<file path="config.mk">
export PLATFORM = sky130hd
export DESIGN_NAME = wiper_regfile
export DESIGN_NICKNAME = d
export VERILOG_FILES = /design/src/rtl/wrf_pkg.sv /design/src/rtl/wrf_nv_store.sv /design/src/rtl/wrf_ctrl.sv /design/src/rtl/wiper_regfile.sv
export SDC_FILE = /design/constraint.sdc
export NUM_CORES = 1
export LEC_CHECK = 0
export BUFFER_PORTS_ARGS = -buffer_cell sky130_fd_sc_hd__buf_4
export CORE_MARGIN = 1
export CORE_UTILIZATION = 55
export DETAILED_ROUTE_END_ITERATION = 6
export GPL_TIMING_DRIVEN = 1
export PLACE_DENSITY = 0.81
export SLEW_MARGIN = 20
export SYNTH_ARGS = -nofsm -noshare
export SYNTH_HDL_FRONTEND = slang
export SYNTH_SLANG_ARGS = --single-unit
</file>
<file path="constraint.sdc">
create_clock -name clk -period 4.5 [get_ports clk]
set_clock_uncertainty 0.2 [all_clocks]
set_input_delay 1.35 -clock clk [delete_from_list [all_inputs] [get_ports clk]]
set_output_delay 1.35 -clock clk [all_outputs]
set_load 0.02 [all_outputs]
</file>
<file path="src/rtl/wrf_pkg.sv">
`timescale 1ns/1ps
package wrf_pkg;
    localparam int DW        = 8;
    localparam int AW        = 5;
    localparam int NV_DEPTH  = 15;
    localparam int NV_AW     = 4;

    localparam logic [AW-1:0] ADDR_START   = 5'h00;
    localparam logic [AW-1:0] ADDR_GP_LAST = 5'h0E;
    localparam logic [AW-1:0] ADDR_CTRL    = 5'h10;

    localparam logic [DW-1:0] TAP_MID = 8'h80;
endpackage

</file>
<file path="src/rtl/wrf_nv_store.sv">
`timescale 1ns/1ps
module wrf_nv_store
    import wrf_pkg::*;
#(
    parameter int WC_CYCLES = 2400000
) (
    input  logic                         clk,
    input  logic                         rst_n,
    input  logic                         req_i,
    input  logic [NV_AW-1:0]             req_addr_i,
    input  logic [DW-1:0]                req_data_i,
    input  logic                         stop_i,
    output logic                         pend_o,
    output logic                         wip_o,
    output logic [NV_DEPTH-1:0][DW-1:0]  mem_o
);
    localparam int CW = $clog2(WC_CYCLES + 1);

    typedef struct packed {
        logic             pend;
        logic [NV_AW-1:0] addr;
        logic [DW-1:0]    data;
        logic             wip;
        logic [CW-1:0]    cnt;
    } nv_st_t;

    nv_st_t st_d, st_q;
    logic   commit;
    logic [NV_DEPTH-1:0][DW-1:0] mem_q;

    always_comb begin
        st_d   = st_q;
        commit = 1'b0;
        if (req_i && !st_q.pend && !st_q.wip) begin
            st_d.pend = 1'b1;
            st_d.addr = req_addr_i;
            st_d.data = req_data_i;
        end
        if (stop_i) begin
            if (st_q.pend && !st_q.wip) begin
                st_d.wip = 1'b1;
                st_d.cnt = CW'(WC_CYCLES - 1);
            end
            st_d.pend = 1'b0;
        end
        if (st_q.wip) begin
            if (st_q.cnt == '0) begin
                st_d.wip = 1'b0;
                commit   = 1'b1;
            end else begin
                st_d.cnt = st_q.cnt - 1'b1;
            end
        end
    end

    always_ff @(posedge clk or negedge rst_n) begin
        if (!rst_n) begin
            st_q <= '0;
        end else begin
            st_q <= st_d;
        end
    end

    // Cell array: no reset, contents persist across power cycles
    always_ff @(posedge clk) begin
        for (int i = 0; i < NV_DEPTH; i++) begin
            if (commit && st_q.addr == NV_AW'(i)) begin
                mem_q[i] <= st_q.data;
            end
        end
    end

    assign pend_o = st_q.pend;
    assign wip_o  = st_q.wip;
    assign mem_o  = mem_q;

    assert_busy_after_stop_R6: assert property (@(posedge clk) disable iff (!rst_n)
        stop_i && st_q.pend && !st_q.wip |=> wip_o);

    assert_busy_ends_at_zero_R6: assert property (@(posedge clk) disable iff (!rst_n)
        $fell(wip_o) |-> $past(st_q.cnt) == '0);

    assert_store_quiet_R5: assert property (@(posedge clk) disable iff (!rst_n)
        !(st_q.wip && st_q.cnt == '0) |=> $stable(mem_q));

    assert_busy_drops_req_R7: assert property (@(posedge clk) disable iff (!rst_n)
        wip_o && !stop_i |=> !pend_o);
endmodule

</file>
<file path="src/rtl/wrf_ctrl.sv">
`timescale 1ns/1ps
module wrf_ctrl
    import wrf_pkg::*;
#(
    parameter int POR_CYCLES = 1000000
) (
    input  logic           clk,
    input  logic           rst_n,
    input  logic           wr_en_i,
    input  logic [AW-1:0]  addr_i,
    input  logic [DW-1:0]  wdata_i,
    input  logic           wip_i,
    input  logic           pend_i,
    input  logic [DW-1:0]  start_val_i,
    output logic           nv_req_o,
    output logic [DW-1:0]  tap_o,
    output logic           vol_o,
    output logic           enable_o
);
    localparam int PCW = $clog2(POR_CYCLES + 1);

    typedef struct packed {
        logic           ready;
        logic [PCW-1:0] pcnt;
        logic [DW-1:0]  tap;
        logic           vol;
        logic           enable;
    } ctl_st_t;

    ctl_st_t st_d, st_q;

    always_comb begin
        st_d     = st_q;
        nv_req_o = 1'b0;
        if (!st_q.ready) begin
            if (st_q.pcnt == '0) begin
                st_d.ready = 1'b1;
                st_d.tap   = start_val_i;
            end else begin
                st_d.pcnt = st_q.pcnt - 1'b1;
            end
        end else if (wr_en_i) begin
            if (addr_i == ADDR_START) begin
                if (st_q.vol) begin
                    if (!wip_i) st_d.tap = wdata_i;
                end else begin
                    nv_req_o = 1'b1;
                    if (!wip_i && !pend_i) st_d.tap = wdata_i;
                end
            end else if (addr_i <= ADDR_GP_LAST) begin
                nv_req_o = 1'b1;
            end else if (addr_i == ADDR_CTRL && !wip_i) begin
                st_d.vol    = wdata_i[7];
                st_d.enable = wdata_i[6];
            end
        end
    end

    always_ff @(posedge clk or negedge rst_n) begin
        if (!rst_n) begin
            st_q.ready  <= 1'b0;
            st_q.pcnt   <= PCW'(POR_CYCLES - 1);
            st_q.tap    <= TAP_MID;
            st_q.vol    <= 1'b0;
            st_q.enable <= 1'b1;
        end else begin
            st_q <= st_d;
        end
    end

    assign tap_o    = st_q.tap;
    assign vol_o    = st_q.vol;
    assign enable_o = st_q.enable;

    assert_mid_during_powerup_R1: assert property (@(posedge clk) disable iff (!rst_n)
        !st_q.ready |-> tap_o == TAP_MID && vol_o == 1'b0 && enable_o == 1'b1);

    assert_recall_value_R1: assert property (@(posedge clk) disable iff (!rst_n)
        $rose(st_q.ready) |-> tap_o == start_val_i);

    assert_busy_locks_regs_R7: assert property (@(posedge clk) disable iff (!rst_n)
        st_q.ready && wip_i |=> $stable(tap_o) && $stable(vol_o) && $stable(enable_o));

    assert_ctrl_write_R10: assert property (@(posedge clk) disable iff (!rst_n)
        st_q.ready && wr_en_i && addr_i == ADDR_CTRL && !wip_i
        |=> enable_o == $past(wdata_i[6]) && vol_o == $past(wdata_i[7]));
endmodule

</file>
<file path="src/rtl/wiper_regfile.sv">
`timescale 1ns/1ps
module wiper_regfile
    import wrf_pkg::*;
#(
    parameter int WC_CYCLES  = 2400000,
    parameter int POR_CYCLES = 1000000
) (
    input  logic        clk,
    input  logic        rst_n,
    input  logic        wr_en,
    input  logic [4:0]  addr,
    input  logic [7:0]  wdata,
    input  logic        stop,
    output logic [7:0]  rdata,
    output logic [7:0]  tap_code,
    output logic        shutdown
);
    logic                        nv_req;
    logic                        nv_pend;
    logic                        nv_wip;
    logic [NV_DEPTH-1:0][DW-1:0] nv_mem;
    logic                        vol_sel;
    logic                        enable_bit;
    logic [DW-1:0]               tap_q;

    wrf_nv_store #(.WC_CYCLES(WC_CYCLES)) u_store (
        .clk        (clk),
        .rst_n      (rst_n),
        .req_i      (nv_req),
        .req_addr_i (addr[NV_AW-1:0]),
        .req_data_i (wdata),
        .stop_i     (stop),
        .pend_o     (nv_pend),
        .wip_o      (nv_wip),
        .mem_o      (nv_mem)
    );

    wrf_ctrl #(.POR_CYCLES(POR_CYCLES)) u_ctrl (
        .clk         (clk),
        .rst_n       (rst_n),
        .wr_en_i     (wr_en),
        .addr_i      (addr),
        .wdata_i     (wdata),
        .wip_i       (nv_wip),
        .pend_i      (nv_pend),
        .start_val_i (nv_mem[0]),
        .nv_req_o    (nv_req),
        .tap_o       (tap_q),
        .vol_o       (vol_sel),
        .enable_o    (enable_bit)
    );

    always_comb begin
        rdata = '0;
        if (addr == ADDR_START) begin
            rdata = vol_sel ? tap_q : nv_mem[0];
        end else if (addr == ADDR_CTRL) begin
            rdata = {vol_sel, enable_bit, nv_wip, 5'b00000};
        end else begin
            for (int i = 1; i < NV_DEPTH; i++) begin
                if (addr == AW'(i)) rdata = nv_mem[i];
            end
        end
    end

    assign tap_code = tap_q;
    assign shutdown = ~enable_bit;

    assert_ctrl_low_bits_R9: assert property (@(posedge clk) disable iff (!rst_n)
        addr == ADDR_CTRL |-> rdata[4:0] == 5'b00000);
endmodule

</file>
==> results.sh, run 1 <==
export IMPL_cts_tree="yes"
export IMPL_cellPowerDensity_nw_per_um2=439
export IMPL_drtAntennaViolNets=0
export IMPL_antenna_found_initial=0
export IMPL_core_area_um2=15100
export IMPL_worstPathRequired_ns=2.95
export IMPL_fin_util=0.704
export IMPL_hold_viol=0
export IMPL_p_int_mw=3.27
export IMPL_die_width_um=126
export IMPL_grt_setup_unrepaired="yes"
export IMPL_syn_num_nets=726
export IMPL_dieArea_um2=16000
export IMPL_cp_top_family="buffers and inverters"
export IMPL_p_sw_mw=1.41
export IMPL_wl_per_cell_um=22.5
export IMPL_pre_cts_ws_ns=-0.388
export IMPL_report_final_setup_viol=8
export IMPL_syn_instance_count=707
export IMPL_end_kind="output port"
export IMPL_mostFrequentLayoutCells="edfxtp_1, buf_4, nor2_1, dfrtp_1"
export IMPL_synthArstFlopShare=0.358
export IMPL_io_buffers=33
export IMPL_fin_crit_ns=4.60
export IMPL_cts_buffers=17
export IMPL_synthTopCellsByArea="edfxtp_1, dfrtp_1, dfstp_2"
export IMPL_status="finished with violations"
export IMPL_synth_edf_count=120
export IMPL_fin_nets=839
export IMPL_grt_max_degree=68
export IMPL_path_common_cell="buf_4"
export IMPL_seq_area_frac_synth=0.623
export IMPL_drt_pass1_iterations=5
export IMPL_yosysUniqueCellTypes=68
export IMPL_violations="setup timing"
export IMPL_overflow=0
export IMPL_worstPathMaxFanout=11
export IMPL_detail_route_iter0_violations=778
export IMPL_start_kind="input pin"
export IMPL_cp_slowest_cell="a222oi_1"
export IMPL_p_leak_nw=3.98
export IMPL_clk_insertion_delay_late_ns=0.44
export IMPL_worst_pin_slew_ns=0.850
export IMPL_area_delta_synth_final_pct=25.5
export IMPL_grt_pass1_vias=6586
export IMPL_max_freq_ghz=0.217
export IMPL_grt_usage=0.304
export IMPL_netlist_area_um2=8500
export IMPL_cp_slowest_stage_delay_ns=0.52
export IMPL_swShare=0.301
export IMPL_finalCritPeriodShare=1.02
export IMPL_arrival_ns=3.05
export IMPL_die_h_um=126
export IMPL_peakVddDrop_mv=0.421
export IMPL_holdWs_ns=0.290
export IMPL_start_util=0.561
export IMPL_clockBufferDepth=2
export IMPL_maxCapViolations=0
export IMPL_path_class="in2out"
export IMPL_synth_top_area_share=0.424
export IMPL_yosys_area_top_type="edfxtp_1"
export IMPL_num_rows=45
export IMPL_comb_power_share=0.141
export IMPL_drc=0
export IMPL_power_frac_seq=0.540
export IMPL_diodes=0
export IMPL_layout_commonest_cell="edfxtp_1"
export IMPL_hp_class="reg2reg"
export IMPL_relSlewSlack=0.431
export IMPL_synth_ff_type="edfxtp_1"
export IMPL_grt_pass1_wl_um=36200
export IMPL_avgSynthCellArea_um2=12.0
export IMPL_viasPerCell=6.47
export IMPL_layout_drive_gt1_share=0.325
export IMPL_wl_um=23000
export IMPL_cp_buffers_inverters=5
export IMPL_htreeDepth=4
export IMPL_setup_ws_ns=-0.100
export IMPL_synth_seq_cells=187
export IMPL_yosysWarnings=0
export IMPL_gp_congestion=0.942
export IMPL_power_frac_clock=0.319
export IMPL_cts_sinks=187
export IMPL_dpl_hpwl_um=15700
export IMPL_maxSlewViolCount=0
export IMPL_crit_path_cell_trace="buf_4 > buf_8 > nand2b_4 > buf_4 > nor2_1 > buf_4 > a222oi_1 > o21ai_2 > buf_4"
export IMPL_num_io_pins=34
export IMPL_ctsHoldBuffers=0
export IMPL_root_buffer="clkbuf_16"
export IMPL_clkTransAtPathRegs_ns=0.06
export IMPL_vias=6606
metrics by stage:
step,instances,area [um^2],TNS (ns),power [mW]
global route,1021,10700,-0.881,4.83
detailed placement,979,9570,-2.04,3.15
floorplan,707,8590,-0.125,2.81
global placement,979,9570,-1.82,3.10
finish,1021,10700,-0.585,4.68
CTS,1022,10600,-0.449,4.66
worst register-to-register path: cells and delay by family, from the launching register on:
| family | cells | cell delay, ns |
|---|---|---|
| DFF | 1 | 0.45 |
| and+or+nand+nor | 6 | 2.74 |
metal layers:
metal / wire length [um] / share of wire / global-route usage / vias up
li1: - / - / - / 2918
met1: 9040 / 0.39 / 0.395 / 3283
met2: 11400 / 0.50 / 0.499 / 350
met3: 1830 / 0.080 / 0.0603 / 55
met4: 703 / 0.031 / 0.133 / 0
met5: 0 / 0 / 0 / -
path summary, 6_finish.rpt:
path,start,to,slack (ns),depth (start not counted)
max,addr[0],rdata[4],-0.10,9
min,u_store.st_q[16],u_store.st_q[16],0.29,1
max reg2reg,u_store.st_q[11],u_store.mem_o[84],0.73,6
min reg2reg,u_store.st_q[16],u_store.st_q[16],0.29,1
max in group asynchronous,rst_n,u_store.st_q[17],2.76,1
min in group asynchronous,rst_n,u_ctrl.st_q[16],0.79,1
cell usage after synthesis (7+ instances only):
library cell,n
clkbuf_1,17
buf_1,8
xor2_1,8
mux2_2,18
nor3_1,35
nand3_1,12
nor2b_1,18
or3_1,11
o41ai_1,7
or2_2,7
nor2_1,80
nor4_1,8
buf_4,8
edfxtp_1,120
xnor2_1,12
nor3b_1,7
or4_1,8
dfrtp_1,53
inv_1,9
mux2i_1,12
dfstp_2,14
a21oi_1,39
o21ai_0,35
nand2_1,38
a22oi_1,10
nand2b_1,11
kinds of logic after synthesis:
kind of cell	Yosys count	synth area share
buffers and inverters	47	0.0250
xor gates and xnor gates	20	0.0206
and+or+nand+nor	261	0.160
adders and majority gates	2	0.00294
muxes	33	0.0428
AOI/OAI and AO/OA	157	0.125
DFF	187	0.623
layout make-up:
cell class / instances / area [um^2]
sequential: 187 / 5300
inverter: 9 / 33.8
fill: 968 / 4480
tap: 188 / 235
clock inverter: 12 / 129
timing repair buffer: 132 / 1090
clock buffer: 20 / 457
multi-input combinational: 473 / 3420
power by group through the flow:
stage | sequential, mW | clock (mW) | combinational, mW
final | 2.53 | 1.49 | 0.659
after global routing | 2.55 | 1.57 | 0.711
after CTS | 2.51 | 1.50 | 0.640
after detailed placement | 2.55 | 0 | 0.602
after global placement | 2.52 | 0 | 0.575
after floorplan | 2.36 | 0 | 0.448
sequential cells by signal (all words and copies together), names as in the netlist:
| register | flops |
|---|---|
| u_ctrl.enable_o | 1 |
| u_store.st_q | 34 |
| u_store.mem_o | 120 |
| u_ctrl.st_q | 21 |
| u_ctrl.tap_o | 8 |
| u_ctrl.vol_o | 1 |
| u_store.wip_o | 1 |
| u_store.pend_o | 1 |
timing repair:
| item | 4_1_cts | 5_1_grt |
|---|---|---|
| endpoints found under the setup margin | 8 | 8 |
| buffers inserted | 12 | 0 |
| resized for setup | 72 | 26 |
| pin swaps | 32 | 10 |
(Power assumes the default switching activity.)
==> run 2: changes to the inputs <==
--- a/config.mk
+++ b/config.mk
@@ -5,12 +5,14 @@
 export SDC_FILE = /design/constraint.sdc
 export NUM_CORES = 1
 export LEC_CHECK = 0
+export ABC_AREA = 1
 export BUFFER_PORTS_ARGS = -buffer_cell sky130_fd_sc_hd__buf_4
 export CORE_MARGIN = 1
 export CORE_UTILIZATION = 55
 export DETAILED_ROUTE_END_ITERATION = 6
 export GPL_TIMING_DRIVEN = 1
 export PLACE_DENSITY = 0.81
+export SETUP_SLACK_MARGIN = 0.4
 export SLEW_MARGIN = 20
 export SYNTH_ARGS = -nofsm -noshare
 export SYNTH_HDL_FRONTEND = slang
==> run 2 against run 1 <==
  * The run now ends clean
  * Synthesized cell count is 16% higher
  * Combinational power is 16% lower
  * Global-route usage is 5.0 points lower
  * Non-clock buffer count is 61 lower
  * Final area is 6.8% lower
  * Clock-buffer cell count is 6 higher
  * Register-to-register slack better by 0.63 ns
  * Via count is 8.0% lower
  * Sequential power is 4% lower
  * Cell count is 6.5% higher
  * Largest power group unchanged
==> results.sh, run 2 <==
export IMPL_synthArstFlopShare=0.358
export IMPL_drt_pass1_iterations=5
export IMPL_yosysWarnings=0
export IMPL_dp_cells=1042
export IMPL_maxCapViolations=0
export IMPL_syn_num_nets=839
export IMPL_clk_insertion_delay_late_ns=0.44
export IMPL_worst_pin_slew_ns=0.826
export IMPL_netlist_area_um2=8400
export IMPL_layout_commonest_cell="nand2_1"
export IMPL_dpl_hpwl_um=12100
export IMPL_relSlewSlack=0.447
export IMPL_status="completed"
export IMPL_htreeDepth=4
export IMPL_power_mw=4.49
export IMPL_fin_area_um2=9940
export IMPL_clkTransAtPathRegs_ns=0.06
export IMPL_root_buffer="clkbuf_16"
export IMPL_start_kind="input pin"
export IMPL_die_h_um=126
export IMPL_fin_cells=1087
export IMPL_grt_pass1_vias=6021
export IMPL_cellPowerDensity_nw_per_um2=452
export IMPL_synth_most_common_cell="nand2_1"
export IMPL_die_width_um=126
export IMPL_max_freq_ghz=0.226
export IMPL_synthTopCellsByArea="edfxtp_1, dfrtp_1, nand2_1"
export IMPL_path_common_cell="nand2_1"
export IMPL_holdWs_ns=0.281
export IMPL_yosys_area_top_type="edfxtp_1"
export IMPL_vias=6077
export IMPL_wl_um=19100
export IMPL_p_leak_nw=4.02
export IMPL_synthTopCellsByCount="nand2_1, edfxtp_1, inv_1, nor2_1, dfrtp_1"
export IMPL_syn_instance_count=820
export IMPL_io_buffers=33
export IMPL_dieArea_um2=15800
export IMPL_cts_sinks=187
export IMPL_cts_buffers=17
export IMPL_diodes=0
export IMPL_fin_crit_ns=4.42
export IMPL_report_final_setup_viol=0
export IMPL_largest_reg_flops=120
export IMPL_seq_area_frac_synth=0.631
export IMPL_synth_edf_count=120
export IMPL_worstPathMaxFanout=7
export IMPL_num_io_pins=34
export IMPL_maxSlewViolCount=0
export IMPL_synth_top_area_share=0.429
export IMPL_clockBufferDepth=2
export IMPL_drtAntennaViolNets=0
export IMPL_layout_drive_gt1_share=0.223
export IMPL_peakVddDrop_mv=0.335
export IMPL_cp_slowest_cell="buf_4"
export IMPL_grt_max_degree=68
export IMPL_end_kind="output port"
export IMPL_post_dp_cell_area_um2=8960
export IMPL_yosysUniqueCellTypes=39
export IMPL_path_class="in2out"
export IMPL_avgSynthCellArea_um2=10.2
export IMPL_area_delta_synth_final_pct=18.4
export IMPL_viasPerCell=5.59
export IMPL_finalCritPeriodShare=0.983
export IMPL_num_rows=44
export IMPL_grt_setup_unrepaired="yes"
export IMPL_cts_tree="yes"
export IMPL_gp_congestion=0.853
export IMPL_drc=0
export IMPL_grt_usage=0.254
export IMPL_ctsHoldBuffers=0
export IMPL_synth_ff_type="edfxtp_1"
export IMPL_cp_slowest_stage_delay_ns=0.18
export IMPL_crit_path_cell_trace="buf_12 > inv_8 > buf_6 > nor3_4 > buf_6 > nand2_1 > nor2_2 > nor2_4 > nand2_1 > nand3_1 > nand2_1 > nand4_1 > nand2_1 > nand4_1 > buf_4"
export IMPL_overflow=0
export IMPL_hold_viol=0
export IMPL_arrival_ns=2.87
export IMPL_hp_class="reg2reg"
export IMPL_mostFrequentLayoutCells="nand2_1, edfxtp_1, inv_1, nor2_1, dfrtp_1"
export IMPL_synth_seq_cells=187
export IMPL_antenna_found_initial=0
export IMPL_wl_per_cell_um=17.6
export IMPL_detail_route_iter0_violations=586
export IMPL_grt_pass1_wl_um=30200
export IMPL_worstPathRequired_ns=2.95
export IMPL_start_util=0.571
export IMPL_core_area_um2=14700
export IMPL_fin_nets=909
run 2: cell types whose count changed after synthesis, moves of 9 or more:
cell / change
nand2_1: +156
inv_1: +92
nand4_1: +27
nor3_1: -27
nand3_1: +22
a21oi_1: -20
nor2b_1: -18
clkbuf_1: -12
mux2i_1: -12
nand2b_1: -11
or3_1: -11
xor2_1: +11
mux2_2: -10
nor2_2: +9
run 2: logic make-up after synthesis:
family / after synthesis / share of synthesized area
and+or+nand+nor: 391 / 0.212
DFF: 187 / 0.631
adders and majority gates: 2 / 0.00298
buffers and inverters: 125 / 0.0609
xor gates and xnor gates: 26 / 0.0271
AOI/OAI and AO/OA: 81 / 0.0556
muxes: 8 / 0.0107
run 2: per-layer routing:
metal / wire [um] / global-route usage / up-vias / share of wire
met5: 0 / 0 / - / 0
met4: 566 / 0.113 / 0 / 0.030
met3: 1240 / 0.0642 / 41 / 0.065
met2: 9440 / 0.418 / 240 / 0.49
met1: 7900 / 0.318 / 2913 / 0.41
li1: - / - / 2883 / -
run 2: timing repair:
item,4_1_cts,5_1_grt
gates resized for setup,52,31
endpoints found under the setup margin,8,8
pin swaps,31,31
endpoints found under the hold margin,0,0
buffers inserted,10,3
run 2: per-stage QoR:
stage / TNS (ns) / util / setup slack [ns]
floorplan: 0 / - / 0.402
detailed placement: -0.111 / 0.610 / -0.0603
global route: -0.00144 / 0.676 / -0.00144
finish: 0 / 0.676 / 0.0753
global placement: -0.0697 / 0.610 / -0.0526
CTS: 0 / 0.667 / 0.0967
run 2: worst paths after layout:
path	cells after the start	slack (ns)	from	endpoint
max	15	0.08	addr[1]	rdata[5]
min	2	0.28	u_ctrl.st_q[12]	u_ctrl.st_q[12]
max reg2reg	12	1.36	u_store.st_q[0]	u_store.mem_o[90]
min reg2reg	2	0.28	u_ctrl.st_q[12]	u_ctrl.st_q[12]
max in group asynchronous	1	2.77	rst_n	u_store.st_q[33]
min in group asynchronous	1	0.81	rst_n	u_ctrl.tap_o[3]
run 2: report_power, final:
| part | leakage (nW) | internal, mW | switching (mW) |
|---|---|---|---|
| combinational | 1.88 | 0.220 | 0.336 |
| clock | 0.286 | 0.882 | 0.613 |
| sequential | 1.85 | 2.12 | 0.316 |
| total | 4.02 | 3.23 | 1.26 |
run 2: cell type report:
| type | instances | area, um^2 |
|---|---|---|
| Tap cell | 184 | 230 |
| Sequential cell | 187 | 5300 |
| Inverter | 105 | 409 |
| Clock inverter | 6 | 87.6 |
| Timing Repair Buffer | 71 | 642 |
| Fill cell | 999 | 4760 |
| Multi-Input combinational cell | 508 | 2780 |
| Clock buffer | 26 | 500 |
run 2: critical path: cells and delay by family:
kind	cells	cell delay [ns]
AND/OR/NAND/NOR	10	0.92
buffers and inverters	5	0.60
==> run 3: changes to the inputs <==
--- a/config.mk
+++ b/config.mk
@@ -5,13 +5,12 @@
 export SDC_FILE = /design/constraint.sdc
 export NUM_CORES = 1
 export LEC_CHECK = 0
-export ABC_AREA = 1
 export BUFFER_PORTS_ARGS = -buffer_cell sky130_fd_sc_hd__buf_4
 export CORE_MARGIN = 1
-export CORE_UTILIZATION = 55
+export CORE_UTILIZATION = 60
 export DETAILED_ROUTE_END_ITERATION = 6
 export GPL_TIMING_DRIVEN = 1
-export PLACE_DENSITY = 0.81
+export PLACE_DENSITY = 0.87
 export SETUP_SLACK_MARGIN = 0.4
 export SLEW_MARGIN = 20
 export SYNTH_ARGS = -nofsm -noshare
==> constraint.sdc (replaced) <==
create_clock -name clk -period 4.9 [get_ports clk]
set_clock_uncertainty 0.2 [all_clocks]
set_input_delay 1.47 -clock clk [delete_from_list [all_inputs] [get_ports clk]]
set_output_delay 1.47 -clock clk [all_outputs]
set_load 0.02 [all_outputs]
==> run 3 against run 2 <==
  * The flow now finishes with violations (setup timing)
  * Critical path type unchanged
  * First-iteration DRC count grew 26%
  * Combinational power increased by 16%
  * Highest routed layer unchanged
  * Setup slack got worse by 0.11 ns
==> results.sh, run 3 (same netlist as run 1, synthesis figures left out) <==
export IMPL_clkTransAtPathRegs_ns=0.07
export IMPL_fillCellCount=775
export IMPL_cts_tree="yes"
export IMPL_rr_startpoint="u_store.st_q[11]"
export IMPL_arrival_ns=3.27
export IMPL_fin_nets=842
export IMPL_htreeDepth=4
export IMPL_startpoint="addr[2]"
export IMPL_root_buffer="clkbuf_16"
export IMPL_worstPathMaxFanout=4
export IMPL_p_leak_nw=4.10
export IMPL_end_kind="output port"
export IMPL_dpl_hpwl_um=16000
export IMPL_fin_crit_ns=4.94
export IMPL_maxCapViolations=0
export IMPL_antenna_found_initial=0
export IMPL_grt_setup_unrepaired="yes"
export IMPL_start_kind="input pin"
export IMPL_start_util=0.615
export IMPL_violations="setup timing"
export IMPL_gp_congestion=0.979
export IMPL_worst_pin_slew_ns=0.934
export IMPL_cts_sinks=187
export IMPL_finalCritPeriodShare=1.01
export IMPL_maxSlewViolCount=0
export IMPL_area_delta_synth_final_pct=29.0
export IMPL_fin_area_um2=11000
export IMPL_path_class="in2out"
export IMPL_io_buffers=33
export IMPL_layout_drive_gt1_share=0.349
export IMPL_relSlewSlack=0.375
export IMPL_drtAntennaViolNets=0
export IMPL_hp_start="u_ctrl.st_q[16]"
export IMPL_vias=6734
export IMPL_diodes=0
export IMPL_drc=0
export IMPL_ctsHoldBuffers=0
export IMPL_peakVddDrop_mv=0.343
export IMPL_wl_per_cell_um=23.5
export IMPL_detail_route_iter0_violations=740
export IMPL_setup_ws_ns=-0.0376
export IMPL_wl_um=23900
export IMPL_largest_reg_flops=120
export IMPL_die_width_um=121
export IMPL_cellPowerDensity_nw_per_um2=391
export IMPL_report_final_setup_viol=1
export IMPL_layout_commonest_cell="edfxtp_1"
export IMPL_overflow=0
export IMPL_core_area_um2=13800
export IMPL_mostFrequentLayoutCells="edfxtp_1, buf_4, nor2_1, dfrtp_1, a21oi_1"
export IMPL_clk_insertion_delay_late_ns=0.43
export IMPL_fin_tns_setup_ns=-0.0376
export IMPL_status="finished with violations"
export IMPL_hold_viol=0
export IMPL_grt_usage=0.337
export IMPL_dieArea_um2=14700
export IMPL_die_h_um=121
export IMPL_max_freq_ghz=0.203
export IMPL_drt_pass1_iterations=6
export IMPL_grt_max_degree=68
export IMPL_num_rows=43
export IMPL_grt_pass1_wl_um=36200
export IMPL_cts_buffers=17
export IMPL_num_io_pins=34
export IMPL_viasPerCell=6.63
export IMPL_grt_pass1_vias=6584
export IMPL_worstPathRequired_ns=3.23
export IMPL_post_dp_cell_area_um2=9560
export IMPL_clockBufferDepth=2
export IMPL_hp_class="reg2reg"
run 3: worst paths after layout:
| check | to | slack (ns) | cells past startpoint |
|---|---|---|---|
| max in group asynchronous | u_store.st_q[21] | 3.03 | 1 |
| worst max-delay path | rdata[0] | -0.04 | 9 |
| min in group asynchronous | u_ctrl.st_q[16] | 0.93 | 1 |
| worst min-delay path | u_ctrl.st_q[16] | 0.27 | 1 |
| worst min register to register | u_ctrl.st_q[16] | 0.27 | 1 |
| worst max register to register | u_store.mem_o[84] | 1.13 | 6 |
run 3: area by class of cell:
class | count | area (um^2) | share of cell area
clock buffer | 23 | 509 | 0.0464
clock inverter | 9 | 75.1 | 0.00684
inverter | 9 | 33.8 | 0.00308
multi-input combinational | 473 | 3560 | 0.324
sequential | 187 | 5300 | 0.483
tap | 180 | 225 | 0.0205
timing repair buffer | 135 | 1270 | 0.116
run 3: what timing repair did:
item	in CTS	in global routing
pin swaps	32	22
gates cloned	1	2
endpoints found under the hold margin	0	0
buffers inserted	11	9
endpoints found under the setup margin	8	8
resized for setup	97	38
run 3: metrics by stage:
| stage | utilization | instances | power, mW | setup slack (ns) | hold slack (ns) |
|---|---|---|---|---|---|
| floorplan | - | 707 | 2.59 | 0.208 | 0.239 |
| global placement | 0.691 | 961 | 2.85 | -0.266 | 0.254 |
| detailed placement | 0.691 | 961 | 2.89 | -0.266 | 0.260 |
| CTS | 0.773 | 1005 | 4.25 | -0.0276 | 0.273 |
| global route | 0.793 | 1016 | 4.42 | -0.0621 | 0.277 |
| finish | 0.793 | 1016 | 4.29 | -0.0376 | 0.273 |
run 3: per-layer routing:
| metal | track usage | routed length (um) | vias up |
|---|---|---|---|
| li1 | - | - | 2940 |
| met1 | 0.430 | 9180 | 3312 |
| met2 | 0.555 | 11900 | 408 |
| met3 | 0.0733 | 2000 | 74 |
| met4 | 0.150 | 877 | 0 |
| met5 | 0 | 0 | - |
run 3: power by group:
| group | internal [mW] | total, mW | switching (mW) |
|---|---|---|---|
| logic | 0.310 | 0.645 | 0.335 |
| registers | 1.97 | 2.32 | 0.345 |
| clock network | 0.742 | 1.33 | 0.585 |
| total | 3.03 | 4.29 | 1.27 |
run 3: critical path, cell delays in order:
cell and delay (ns):
buf_16 0.11, or3b_4 0.25, nor2_4 0.05, or4_4 0.54, o2111ai_4 0.12, a221oi_2 0.10, buf_4 0.15, o41ai_4 0.28
buf_4 0.19
